`config.mk`:
```
export PLATFORM = sky130hd
export DESIGN_NAME = msi_vec_gen
export DESIGN_NICKNAME = d
export VERILOG_FILES = /design/src/rtl/msi_pkg.sv /design/src/rtl/msi_edge_det.sv /design/src/rtl/msi_vec_mask.sv /design/src/rtl/msi_vec_gen.sv
export SDC_FILE = /design/constraint.sdc
export NUM_CORES = 1
export LEC_CHECK = 0
export ABC_AREA = 1
export BUFFER_PORTS_ARGS = -buffer_cell sky130_fd_sc_hd__buf_2
export CAP_MARGIN = 40
export CORE_MARGIN = 4
export CORE_UTILIZATION = 32
export DETAILED_ROUTE_END_ITERATION = 10
export MAX_ROUTING_LAYER = met4
export PLACE_DENSITY_LB_ADDON = 0.05
export RECOVER_POWER = 100
export SKIP_LAST_GASP = 1
export SLEW_MARGIN = 20
export SYNTH_ARGS = -nofsm -noshare
export SYNTH_HDL_FRONTEND = slang
export SYNTH_SLANG_ARGS = --single-unit
```
`constraint.sdc`:
```
create_clock -name clk -period 1.3 [get_ports clk]
set_clock_uncertainty 0.1 [all_clocks]
set_input_delay 0 -clock clk [delete_from_list [all_inputs] [get_ports clk]]
set_output_delay 0 -clock clk [all_outputs]
set_load 0.005 [all_outputs]
```
`src/rtl/msi_pkg.sv`:
```
package msi_pkg;
    typedef enum logic {
        ST_IDLE = 1'b0,
        ST_PEND = 1'b1
    } msi_state_e;

    localparam int unsigned MSG_CTRL_W = 16;
    localparam int unsigned CODE_W     = 3;
    localparam int unsigned CODE_MAX   = 5;
endpackage

```
`src/rtl/msi_edge_det.sv`:
```
module msi_edge_det (
    input  logic clk,
    input  logic rst,
    input  logic lvl_i,
    output logic rise_o
);
    logic lvl_q;

    always_ff @(posedge clk) begin
        if (rst) lvl_q <= 1'b0;
        else     lvl_q <= lvl_i;
    end

    assign rise_o = lvl_i & ~lvl_q;

    // a level that is high now and was high in the previous cycle gives no edge
    AST_NO_LEVEL_RETRIGGER: assert property (@(posedge clk) disable iff (rst)
        (lvl_i && $past(lvl_i)) |-> !rise_o);
endmodule

```
`src/rtl/msi_vec_mask.sv`:
```
module msi_vec_mask
    import msi_pkg::*;
#(
    parameter int unsigned VEC_W  = 5,
    parameter int unsigned DATA_W = 16
) (
    input  logic [CODE_W-1:0] mme_i,
    input  logic [VEC_W-1:0]  vec_i,
    input  logic [DATA_W-1:0] base_i,
    output logic [VEC_W-1:0]  vec_o,
    output logic [DATA_W-1:0] data_o
);
    logic [CODE_W-1:0] n_eff;
    logic [DATA_W-1:0] keep;
    logic [DATA_W-1:0] vec_ext;

    // reserved codes (above CODE_MAX) fall back to a single vector
    assign n_eff = (mme_i > CODE_W'(CODE_MAX)) ? '0 : mme_i;

    always_comb begin
        for (int i = 0; i < DATA_W; i++) begin
            keep[i] = (i < int'(n_eff));
        end
        vec_ext = '0;
        for (int i = 0; i < VEC_W && i < DATA_W; i++) begin
            vec_ext[i] = vec_i[i];
        end
        vec_ext = vec_ext & keep;
        data_o  = (base_i & ~keep) | vec_ext;
        vec_o   = VEC_W'(vec_ext);
    end
endmodule

```
`src/rtl/msi_vec_gen.sv`:
```
module msi_vec_gen
    import msi_pkg::*;
#(
    parameter int unsigned VEC_W    = 5,
    parameter int unsigned DATA_W   = 16,
    parameter int unsigned CAP_LOG2 = 5,
    parameter int unsigned DROP_W   = 4
) (
    input  logic                  clk,
    input  logic                  rst,
    input  logic                  irq_req_i,
    input  logic [VEC_W-1:0]      vec_num_i,
    input  logic                  msi_en_i,
    input  logic                  is_rc_i,
    input  logic [MSG_CTRL_W-1:0] msg_ctrl_i,
    input  logic [DATA_W-1:0]     base_data_i,
    output logic                  send_valid_o,
    input  logic                  send_ready_i,
    output logic [VEC_W-1:0]      send_vec_o,
    output logic [DATA_W-1:0]     send_data_o,
    output logic [CODE_W-1:0]     vec_width_o,
    output logic [CODE_W-1:0]     mmc_o,
    output logic                  overflow_o,
    output logic [DROP_W-1:0]     drop_cnt_o
);
    localparam logic [DROP_W-1:0] DROP_MAX = '1;

    msi_state_e st_q, st_d;
    logic rise, accept, capture, drop;
    logic [VEC_W-1:0]  vec_m, vec_q;
    logic [DATA_W-1:0] data_m, data_q;
    logic ovf_q;
    logic [DROP_W-1:0] drop_q;

    msi_edge_det u_edge (
        .clk    (clk),
        .rst    (rst),
        .lvl_i  (irq_req_i),
        .rise_o (rise)
    );

    msi_vec_mask #(.VEC_W(VEC_W), .DATA_W(DATA_W)) u_mask (
        .mme_i  (msg_ctrl_i[6:4]),
        .vec_i  (vec_num_i),
        .base_i (base_data_i),
        .vec_o  (vec_m),
        .data_o (data_m)
    );

    assign accept = rise & msi_en_i & ~is_rc_i;

    // state register
    always_ff @(posedge clk) begin
        if (rst) st_q <= ST_IDLE;
        else     st_q <= st_d;
    end

    // next state and strobes
    always_comb begin
        st_d    = st_q;
        capture = 1'b0;
        drop    = 1'b0;
        unique case (st_q)
            ST_IDLE: begin
                if (accept) begin          // T_CAPTURE
                    st_d    = ST_PEND;
                    capture = 1'b1;
                end
            end
            ST_PEND: begin
                drop = accept;
                if (send_ready_i) st_d = ST_IDLE;  // T_HANDOFF
            end
            default: st_d = ST_IDLE;
        endcase
    end

    // payload and drop bookkeeping
    always_ff @(posedge clk) begin
        if (rst) begin
            vec_q  <= '0;
            data_q <= '0;
            ovf_q  <= 1'b0;
            drop_q <= '0;
        end else begin
            if (capture) begin
                vec_q  <= vec_m;
                data_q <= data_m;
            end
            if (drop) begin
                ovf_q <= 1'b1;
                if (drop_q != DROP_MAX) drop_q <= drop_q + 1'b1;
            end
        end
    end

    assign send_valid_o = (st_q == ST_PEND);
    assign send_vec_o   = vec_q;
    assign send_data_o  = data_q;
    assign vec_width_o  = msg_ctrl_i[6:4];
    assign mmc_o        = CODE_W'(CAP_LOG2);
    assign overflow_o   = ovf_q;
    assign drop_cnt_o   = drop_q;

    AST_HOLD_UNTIL_READY: assert property (@(posedge clk) disable iff (rst)
        (send_valid_o && !send_ready_i) |=>
            (send_valid_o && $stable(send_vec_o) && $stable(send_data_o)));
    AST_RELEASE_ON_READY: assert property (@(posedge clk) disable iff (rst)
        (send_valid_o && send_ready_i) |=> !send_valid_o);
    AST_GATED_NO_SEND: assert property (@(posedge clk) disable iff (rst)
        (!send_valid_o && (is_rc_i || !msi_en_i)) |=> !send_valid_o);
    AST_OVERFLOW_STICKY: assert property (@(posedge clk) disable iff (rst)
        overflow_o |=> overflow_o);
    AST_DROP_MONOTONIC: assert property (@(posedge clk) disable iff (rst)
        1'b1 |=> (drop_cnt_o >= $past(drop_cnt_o)));
    AST_RESERVED_ZERO: assert property (@(posedge clk) disable iff (rst)
        (capture && msg_ctrl_i[6:5] == 2'b11) |=> (send_vec_o == '0));
endmodule

```
==> impl_results.md, run 1 <==
* Setup_tns at 0 ns
* Data required, critical path at approximately 1.4 ns
* RSZ-0062 raised after global routing: true
* Final #Nets at 296
* Post-synthesis sequential area ratio at 0.455
* Number of buffers created by CTS at 3
* Worst-path clk slew at 0.09 ns
* CTS Root Cell: clkbuf_8
* Hold crit path type: input pin to register
* Worst Hold Path EP: send_data_o[4]$_SDFFE_PP0P_
* WL/cell at 11.2 µm
* Beginning of the worst register-to-register path: u_edge.lvl_q$_SDFF_PP0_
* Minimum clock period at about 1.3 ns
* Pin count of the biggest net entering global routing at 21
* Share of post-route cells with drive strength above 1 at 0.344
* Initial antenna violation count at 0
* CP Data Arrival Time at 1.38 ns
* Most common cell after layout, fill and taps aside: nand2_1
* Core ar. at 3690 µm²
* Post-Syn Area at 1230 µm²
* Drt initial violations at between 40 and 50
* Synth Warn # at 0
* Pwr dens at 839 nW/µm²
* Starting Density at 0.334
* Hold Path Stages at 4
* Number of vias per cell at 4.40
* Leak Pwr at between 0.9 and 1 nW
* Clock Sinks at 28
* Final Hold Viols at 0
* Achievable Freq at 784 MHz
* Nature of the critical path endpoint: register
* Layout area overhead at 55.7%
* Antenna cells at 0
* Post-Synthesis Cells at between 150 and 200
* Crit-path max FO at 7
* Residual DRC at 0
* Hold Slack at 0.00713 ns
* Final worst setup slack at 0.0248 ns
* Reg2reg end: send_data_o[13]$_SDFFE_PP0P_
* Type of the worst setup path: register to register
* Vias in the first global route at 1301
* Final HPWL DP at 2.37 mm
* Clock tree buffer depth at 2
* Status: finished, final reports clean
* H-tree Lvls at 1
* IO buf count at between 50 and 60
* Fin util at 0.520
* Total die area at between 4000 and 5000 µm²
* Via count at approximately 1300
* Tot GR Track Use at 0.138
* IO Pins at 76
* Die Span Y at 70.1 µm
* Die Wd at 70.1 µm
* Global route total overflow at 0
* TritonCTS clock tree: done
* Max Slew Vio Count at 0
* Row count at 22
* Most frequent cells in the layout: 47 x nand2_1, 45 x buf_2, 26 x dfxtp_1, 22 x dlygate4sd3_1, 15 x inv_1
* Final ANT Viol Nets at 0
* Dpl ws at 0.0499 ns
* Setup crit start kind: register
* First-pass GRT wire length at 5.45 mm
* GP Congestion at approximately 0.84
* Fin crit share at 0.981
* Final setup violating endpoints at 0
* Reg2reg path depth at 6
* Min-Delay Startpoint: base_data_i[4]
* Detailed Routing Iterations Pass 1 at 4
* Synth cell types at 25
* Worst-Skew Late Latency at 0.27 ns
* Register-to-register setup slack at 0.02 ns
* #FFs+latches synth at 28
* Maximum vdd ir drop at approximately 380 µV
* Avg Inst Size Synth at 7.25 µm²
* Final WL at roughly 3.3 mm
* Max_cap viols at 0
-- through the flow --
step | area, µm² | total power, mW | cells
finish | 1920 | 1.61 | 298
global route | 1920 | 1.70 | 298
CTS | 1830 | 1.62 | 298
detailed placement | 1570 | 1.10 | 273
global placement | 1570 | 1.10 | 273
floorplan | 1240 | 1.02 | 171
-- registers in the layout, summed over array words and instances, names as in the netlist --
register and count:
drop_cnt_o 4, overflow_o 1, send_data_o 16, send_valid_o 1, send_vec_o 5, u_edge.lvl_q 1
-- cells by family after synthesis --
kind of cell,share of synthesized area
adder cells (fa/ha/maj),0.0102
buffers and inverters,0.124
AND/OR/NAND/NOR,0.255
flip-flops,0.455
AO/OA/AOI/OAI,0.136
other,0.00609
XOR/XNOR,0.0142
-- worst max-delay path by stage --
stage / startpoint / to / slack (ns)
floorplan: drop_cnt_o[0]$_SDFFE_PP0P_ / drop_cnt_o[1]$_SDFFE_PP0P_ / 0.13
global placement: u_edge.lvl_q$_SDFF_PP0_ / send_data_o[0]$_SDFFE_PP0P_ / 0.07
detailed placement: u_edge.lvl_q$_SDFF_PP0_ / send_vec_o[2]$_SDFFE_PP0P_ / 0.05
CTS: u_edge.lvl_q$_SDFF_PP0_ / send_vec_o[2]$_SDFFE_PP0P_ / 0.02
global route: u_edge.lvl_q$_SDFF_PP0_ / send_vec_o[2]$_SDFFE_PP0P_ / -0.05
finish: u_edge.lvl_q$_SDFF_PP0_ / send_data_o[13]$_SDFFE_PP0P_ / 0.02
-- Yosys cell counts --
cell,number,area (µm²)
a21boi_0,1,7.51
a21oi_1,21,105
buf_2,1,5.00
buf_4,8,60.1
buf_6,1,11.3
clkbuf_1,2,7.51
clkinv_2,1,5.00
conb_1,2,7.51
dfxtp_1,28,561
ha_1,1,12.5
inv_1,17,63.8
nand2_1,52,195
nand2_2,2,12.5
nand3_1,7,35.0
nand4_1,1,6.26
nor2_1,11,41.3
nor2_2,1,6.26
nor2_4,1,11.3
o21a_1,3,22.5
o21ai_0,3,15.0
o21ai_1,2,10.0
o31ai_1,1,7.51
or2_2,1,6.26
xnor2_1,1,8.76
xor2_1,1,8.76
-- layer usage --
layer	up-vias	track usage	routed length, µm
li1	683	-	-
met1	590	0.155	1430
met2	34	0.236	1650
met3	5	0.0360	204
met4	0	0.0511	46
met5	-	-	0
-- layout make-up --
type,instances,area [µm²]
repair buffers,88,578
inverters,18,68.8
multi-input cells,113,608
clock buffers,3,41.3
flip-flops and latches,28,563
fillers,375,1770
well taps,48,60.1
-- worst max-delay path, cell delays in order (launching register included) --
cell     delay, ns
dfxtp_2       0.33
nor2_4        0.11
nand2_4       0.07
nor2_4        0.23
buf_6         0.19
nand2_2       0.06
a21oi_2       0.12
-- power breakdown --
part	switching (mW)	internal [mW]	total (mW)
sequential	0.0126	0.879	0.892
combinational	0.125	0.136	0.261
clock	0.249	0.208	0.457
-- repair_timing --
action / CTS / global route
endpoints found under the hold margin: 21 / 0
gates resized for setup: 0 / 30
endpoints found under the setup margin: 0 / 23
setup buffers: 0 / 1
hold buffers: 22 / 0
(Power assumes the default switching activity.)
==> run 2: changes to the inputs <==
--- a/config.mk
+++ b/config.mk
@@ -5,7 +5,7 @@
 export SDC_FILE = /design/constraint.sdc
 export NUM_CORES = 1
 export LEC_CHECK = 0
-export ABC_AREA = 1
+export ABC_AREA = 0
 export BUFFER_PORTS_ARGS = -buffer_cell sky130_fd_sc_hd__buf_2
 export CAP_MARGIN = 40
 export CORE_MARGIN = 4
==> impl_results.md, run 2 <==
* Status: finished with violations (was finished, final reports clean)
* Failing checks: negative setup slack
* P_int at 1.23 mW (was 1.22 mW)
* Synth area leaders: dfxtp_1 42%, a21oi_1 9.8%, o21ai_0 6.4%, nand3_1 4.9%, buf_4 4.0% (was dfxtp_1 45%, nand2_1 16%, a21oi_1 8.5%, inv_1 5.2%, buf_4 4.9%)
* Setup crit start kind: register (unchanged)
* GP Congestion at 0.749 (was 0.841)
* GR Util met2 at 0.262 (was 0.236)
* Achievable Freq at 741 MHz (was 784 MHz)
* Clock tree buffer depth at 2 (unchanged)
* Detailed Routing Iterations Pass 1 at 4 (unchanged)
* Cell total after placement at 255 (was 273)
* Clock Sinks at 28 (unchanged)
* Met1 GRT Util at 0.167 (was 0.155)
* Most frequent cells in the layout: 42 x buf_2, 28 x dfxtp_1, 25 x a21oi_1, 20 x dlygate4sd3_1, 19 x clkbuf_1 (was 47 x nand2_1, 45 x buf_2, 26 x dfxtp_1, 22 x dlygate4sd3_1, 15 x inv_1)
* Layout area overhead at 46.8% (was 55.7%)
* Row count at 23 (was 22)
* Power Total at 1.62 mW (was 1.61 mW)
* Hold crit path type: input pin to register (unchanged)
* Data required, critical path at 1.41 ns (about the same)
* Synth async-reset ratio at 0 (unchanged)
* Clock share of power at 0.285 (was 0.284)
* Core ar. at 4000 µm² (was 3690 µm²)
* Placed instance area at 1680 µm² (was 1570 µm²)
* Max Slew Vio Count at 0 (unchanged)
* Total die area at 5230 µm² (was 4910 µm²)
* Starting Density at 0.331 (was 0.334)
* Post-synthesis sequential area ratio at 0.423 (was 0.455)
* CP Launch Point: u_edge.lvl_q$_SDFF_PP0_ (unchanged)
* Final design instance area without fill at 1950 µm² (was 1920 µm²)
* Worst-path clk slew at 0.09 ns (about the same)
* Post-Syn Area at 1330 µm² (was 1230 µm²)
* IO buf count at 59 (unchanged)
* Avg Inst Size Synth at 8.77 µm² (was 7.25 µm²)
* Min-Delay Startpoint: base_data_i[0] (was base_data_i[4])
* Count leader, synth: dfxtp_1 (was nand2_1)
* Fin crit share at 1.04 (was 0.981)
* GR Layer Usage met3 at 0.0263 (was 0.0360)
* Beginning of the worst register-to-register path: u_edge.lvl_q$_SDFF_PP0_ (unchanged)
* RSZ-0062 raised after global routing: true (unchanged)
* Maximum vdd ir drop at 346 µV (was 383 µV)
* Worst-Skew Late Latency at 0.27 ns (about the same)
* #FFs+latches synth at 28 (unchanged)
* WL/cell at 13.2 µm (was 11.2 µm)
* Dpl ws at -0.0993 ns (was 0.0499 ns)
* Max_cap viols at 0 (unchanged)
* Pin count of the biggest net entering global routing at 23 (was 21)
* Yosys top cell area share at 0.423 (was 0.455)
* Share of post-route cells with drive strength above 1 at 0.297 (was 0.344)
* Synth Warn # at 0 (unchanged)
* Initial antenna violation count at 0 (unchanged)
* Most common cell after layout, fill and taps aside: buf_2 (was nand2_1)
* Die Span Y at 72.4 µm (was 70.1 µm)
* Nature of the critical path endpoint: register (unchanged)
* Leading area contributor after synthesis: dfxtp_1 (unchanged)
* First-pass GRT wire length at 6.09 mm (was 5.45 mm)
* Number of buffers created by CTS at 3 (unchanged)
* TritonCTS clock tree: done (unchanged)
* Combinational share of power at 0.166 (was 0.162)
* Final ANT Viol Nets at 0 (unchanged)
* Final WL at 3.72 mm (was 3.34 mm)
* Type of the worst setup path: register to register (unchanged)
* Via count at 1373 (was 1312)
* Final Hold Viols at 0 (unchanged)
* CP Data Arrival Time at 1.46 ns (was 1.38 ns)
* Die Wd at 72.4 µm (was 70.1 µm)
* Leak Pwr at 0.788 nW (was 0.905 nW)
* Number of vias per cell at 4.87 (was 4.40)
* Sw power at 0.388 mW (was 0.387 mW)
* Pwr dens at 833 nW/µm² (was 839 nW/µm²)
* Tot GR Track Use at 0.148 (was 0.138)
* Net Sw Frac at 0.240 (about the same)
* Post-synth EDFFs at 0 (unchanged)
* Top cells by count, synth: 28 x dfxtp_1, 26 x a21oi_1, 17 x o21ai_0, 13 x nand3_1, 7 x buf_4 (was 52 x nand2_1, 28 x dfxtp_1, 21 x a21oi_1, 17 x inv_1, 11 x nor2_1)
* H-tree Lvls at 1 (unchanged)
* CTS Root Cell: clkbuf_8 (unchanged)
* Setup_tns at -0.0921 ns (was 0 ns)
* Prevailing post-synth register cell: dfxtp_1 (unchanged)
* Antenna cells at 0 (unchanged)
* Vias in the first global route at 1409 (was 1301)
* Fin util at 0.486 (was 0.520)
* Global route total overflow at 0 (unchanged)
* Drt initial violations at 36 (was 44)
* Sequential power share at 0.549 (was 0.554)
* Hold Slack at 0.0328 ns (was 0.00713 ns)
* Final #Nets at 278 (was 296)
* Busiest layer in global routing: met2 (unchanged)
* Final worst setup slack at -0.0503 ns (was 0.0248 ns)
* Number of flip-flops in the largest register at 16 (unchanged)
* Final HPWL DP at 2.68 mm (was 2.37 mm)
* Post-Synthesis Cells at 151 (was 170)
* Residual DRC at 0 (unchanged)
* Crit-path max FO at 5 (was 7)
* Minimum clock period at 1.35 ns (was 1.28 ns)
* Register-to-register setup slack at -0.05 ns (was 0.02 ns)
* IO Pins at 76 (unchanged)
* Final setup violating endpoints at 2 (was 0)
* Synth cell types at 36 (was 25)
* Non-filler cells in the finished layout at 282 (was 298)
[run 2: power by group through the flow]
| stage | Combinational (mW) | Clock, mW | Sequential [mW] |
|---|---|---|---|
| floorplan | 0.123 | 0 | 0.912 |
| global placement | 0.215 | 0 | 0.909 |
| detailed placement | 0.218 | 0 | 0.910 |
| CTS | 0.269 | 0.487 | 0.890 |
| global route | 0.297 | 0.517 | 0.893 |
| finish | 0.270 | 0.461 | 0.890 |
[run 2: worst max-delay path, stage by stage (launching register included)]
cell and delay [ns]:
dfxtp_1 0.31, nand4bb_4 0.23, or4b_4 0.54, a21oi_2 0.12
[run 2: logic make-up after synthesis]
| group | count (synthesis) | share of synthesized area |
|---|---|---|
| fa+ha+maj | 1 | 0.00944 |
| simple gates | 41 | 0.203 |
| other cells | 2 | 0.00567 |
| xor+xnor | 1 | 0.00661 |
| mux | 3 | 0.0236 |
| compound gates | 54 | 0.240 |
| flops | 28 | 0.423 |
| buf+inv | 21 | 0.0888 |
[run 2: final cells by class]
cell class / instances / area [µm²]
tap: 50 / 62.6
sequential: 28 / 561
fill: 409 / 2050
inverter: 1 / 3.75
multi-input combinational: 103 / 668
clock buffer: 3 / 41.3
timing repair buffer: 97 / 609
[run 2: worst paths after layout]
check,depth (start not counted),to
hold reg to reg,2,send_data_o[15]$_SDFFE_PP0P_
hold / removal,3,send_data_o[0]$_SDFFE_PP0P_
setup / recovery,3,send_vec_o[1]$_SDFFE_PP0P_
setup reg to reg,3,send_vec_o[1]$_SDFFE_PP0P_
[run 2: layer usage]
metal / routed length, µm / vias up / part of all wire
li1: - / 702 / -
met1: 1620 / 633 / 0.44
met2: 1860 / 36 / 0.50
met3: 220 / 2 / 0.059
met4: 19 / 0 / 0.0051
met5: 0 / - / 0
[run 2: timing repair]
| action | CTS | global route |
|---|---|---|
| endpoints found under the setup margin | 3 | 23 |
| resized for setup | 0 | 21 |
| setup buffers | 4 | 0 |
| pin swaps | 1 | 6 |
| hold buffers | 20 | 0 |
| hold endpoints to repair | 20 | 0 |
==> run 3: changes to the inputs <==
--- a/config.mk
+++ b/config.mk
@@ -8,8 +8,10 @@
 export ABC_AREA = 0
 export BUFFER_PORTS_ARGS = -buffer_cell sky130_fd_sc_hd__buf_2
 export CAP_MARGIN = 40
+export CELL_PAD_IN_SITES_DETAIL_PLACEMENT = 0
+export CELL_PAD_IN_SITES_GLOBAL_PLACEMENT = 1
 export CORE_MARGIN = 4
-export CORE_UTILIZATION = 32
+export CORE_UTILIZATION = 30
 export DETAILED_ROUTE_END_ITERATION = 10
 export MAX_ROUTING_LAYER = met4
 export PLACE_DENSITY_LB_ADDON = 0.05
==> impl_results.md, run 3 (synthesized netlist as in run 2, its figures left out) <==
* Starting Density at 0.320 (was 0.331)
* Final HPWL DP at 2.76 mm (was 2.68 mm)
* CP peak stage delay at 0.42 ns (was 0.54 ns)
* RSZ-0062 raised after global routing: true (unchanged)
* Hold crit path type: input pin to register (unchanged)
* Row count at 23 (unchanged)
* Final #Nets at 280 (was 278)
* Data required, critical path at 1.37 ns (was 1.41 ns)
* Fin util at 0.489 (was 0.486)
* Achievable Freq at 725 MHz (was 741 MHz)
* IO Pins at 76 (unchanged)
* Worst-Skew Late Latency at 0.27 ns (about the same)
* Number of flip-flops in the largest register at 16 (unchanged)
* Nature of the critical path endpoint: register (unchanged)
* Most frequent cells in the layout: 44 x buf_2, 27 x dfxtp_1, 25 x a21oi_1, 21 x dlygate4sd3_1, 16 x clkbuf_1 (was 42 x buf_2, 28 x dfxtp_1, 25 x a21oi_1, 20 x dlygate4sd3_1, 19 x clkbuf_1)
* Antenna cells at 0 (unchanged)
* Register-to-register setup slack at -0.08 ns (was -0.05 ns)
* Type of the worst setup path: register to register (unchanged)
* Final ANT Viol Nets at 0 (unchanged)
* Maximum vdd ir drop at 534 µV (was 346 µV)
* Vias in the first global route at 1359 (was 1409)
* CP Data Arrival Time at 1.45 ns (was 1.46 ns)
* Combinational share of power at 0.149 (was 0.166)
* Layout area overhead at 53.1% (was 46.8%)
* Core ar. at 4140 µm² (was 4000 µm²)
* Worst Hold Path EP: drop_cnt_o[0]$_SDFFE_PP0P_ (was send_data_o[0]$_SDFFE_PP0P_)
* Leak Pwr at 0.830 nW (was 0.788 nW)
* Most common cell after layout, fill and taps aside: buf_2 (unchanged)
* Failing checks: negative setup slack (unchanged)
* Filler Cells Inserted at 436 (was 409)
* Reg2reg path depth at 3 (unchanged)
* Critical path, cell by cell: inv_1 > a311oi_2 > mux2_1 (was nand4bb_4 > or4b_4 > a21oi_2)
* Clock Sinks at 28 (unchanged)
* Drt initial violations at 48 (was 36)
* Max Slew Vio Count at 0 (unchanged)
* Initial antenna violation count at 0 (unchanged)
* Die Span Y at 74.5 µm (was 72.4 µm)
* Sequential power share at 0.479 (was 0.549)
* Crit-path max FO at 5 (unchanged)
* Detailed Routing Iterations Pass 1 at 4 (unchanged)
* Minimum clock period at 1.38 ns (was 1.35 ns)
* Tot GR Track Use at 0.149 (was 0.148)
* Number of vias per cell at 5.02 (was 4.87)
* TritonCTS clock tree: done (unchanged)
* Setup crit start kind: register (unchanged)
* IO buf count at 59 (unchanged)
* Number of buffers created by CTS at 3 (unchanged)
* Final WL at 3.91 mm (was 3.72 mm)
* P_int at 1.44 mW (was 1.23 mW)
* Total die area at 5540 µm² (was 5230 µm²)
* Reg2reg end: drop_cnt_o[0]$_SDFFE_PP0P_ (was send_vec_o[1]$_SDFFE_PP0P_)
* Status: finished with violations (unchanged)
* GP Congestion at 0.767 (was 0.749)
* Final setup violating endpoints at 9 (was 2)
* Global route total overflow at 0 (unchanged)
* Final Hold Viols at 0 (unchanged)
* Via count at 1430 (was 1373)
* Cell family with most CP delay: flip-flops (was simple AND/OR/NAND/NOR gates)
* Residual DRC at 0 (unchanged)
* Sw power at 0.415 mW (was 0.388 mW)
* First-pass GRT wire length at 6.24 mm (was 6.09 mm)
* Fin crit share at 1.06 (was 1.04)
* Final design instance area without fill at 2030 µm² (was 1950 µm²)
* Worst-path clk slew at 0.10 ns (was 0.09 ns)
* Max_cap viols at 0 (unchanged)
* CTS Root Cell: clkbuf_8 (unchanged)
* Multi-input gate area at 676 µm² (was 668 µm²)
* Net Sw Frac at 0.223 (was 0.240)
* Buf/Inv on CP at 1 (was 0)
* Hold Path Stages at 3 (unchanged)
* Final worst setup slack at -0.0788 ns (was -0.0503 ns)
* Clock share of power at 0.372 (was 0.285)
* Storage cell area at 562 µm² (was 561 µm²)
* WL/cell at 13.7 µm (was 13.2 µm)
* Clock tree buffer depth at 2 (unchanged)
* Pin count of the biggest net entering global routing at 23 (unchanged)
* Die Wd at 74.5 µm (was 72.4 µm)
* Placed instance area at 1710 µm² (was 1680 µm²)
* H-tree Lvls at 1 (unchanged)
* Slowest cell on the critical path: dfxtp_1 (was or4b_4)
* Beginning of the worst register-to-register path: send_valid_o$_SDFF_PP0_ (was u_edge.lvl_q$_SDFF_PP0_)
* Pwr dens at 917 nW/µm² (was 833 nW/µm²)
* Share of post-route cells with drive strength above 1 at 0.315 (was 0.297)
* Min-Delay Startpoint: rst (was base_data_i[0])
## run 3: power by group through the flow
stage / logic, mW / registers [mW] / clock network [mW]
5_1_grt: 0.307 / 0.894 / 0.741
2_1_floorplan: 0.123 / 0.912 / 0
3_3_place_gp: 0.223 / 0.909 / 0
4_1_cts: 0.284 / 0.890 / 0.719
6_report: 0.278 / 0.891 / 0.691
3_5_place_dp: 0.225 / 0.910 / 0
## run 3: layout make-up
type,instances,share of cell area
Multi-Input combinational cell,103,0.333
Timing Repair Buffer,99,0.322
Sequential cell,28,0.277
Tap cell,50,0.0308
Clock buffer,3,0.0204
Clock inverter,1,0.0148
Inverter,1,0.00185
## run 3: metal layers
| layer | vias to the layer above | wire length, µm | global-route usage | share of wire |
|---|---|---|---|---|
| li1 | 706 | - | - | - |
| met1 | 669 | 1740 | 0.190 | 0.44 |
| met2 | 51 | 1840 | 0.232 | 0.47 |
| met3 | 4 | 297 | 0.0243 | 0.076 |
| met4 | 0 | 34 | 0.0613 | 0.0087 |
| met5 | - | 0 | - | 0 |
## run 3: worst max path at each step
stage	endpoint	start	slack, ns	cells past startpoint
after floorplan	drop_cnt_o[0]$_SDFFE_PP0P_	u_edge.lvl_q$_SDFF_PP0_	-0.11	4
after global routing	send_vec_o[1]$_SDFFE_PP0P_	u_edge.lvl_q$_SDFF_PP0_	-0.15	3
final	drop_cnt_o[0]$_SDFFE_PP0P_	send_valid_o$_SDFF_PP0_	-0.08	3
after global placement	drop_cnt_o[0]$_SDFFE_PP0P_	u_edge.lvl_q$_SDFF_PP0_	-0.03	3
after CTS	drop_cnt_o[0]$_SDFFE_PP0P_	u_edge.lvl_q$_SDFF_PP0_	-0.07	3
after detailed placement	drop_cnt_o[0]$_SDFFE_PP0P_	u_edge.lvl_q$_SDFF_PP0_	-0.06	3
## run 3: timing repair
item	CTS	global route
endpoints found under the hold margin	21	0
hold buffers	22	0
gates resized for setup	2	9
pin swaps	0	5
buffers inserted	2	1
setup endpoints to repair	7	22
## run 3: tightest hold or removal path, cell delays in order
cell and delay, ns:
buf_2 0.13, nor2_1 0.09, mux2_1 0.14
## run 3: through the flow
step	hold slack [ns]	cells	worst slack (ns)	TNS (ns)	total power, mW
floorplan	-0.0192	152	-0.108	-0.183	1.04
global placement	0.123	256	-0.0261	-0.0495	1.13
detailed placement	0.124	256	-0.0566	-0.107	1.14
CTS	0.00597	284	-0.0662	-0.181	1.89
global route	0.0371	285	-0.151	-1.65	1.94
finish	0.0160	285	-0.0788	-0.418	1.86
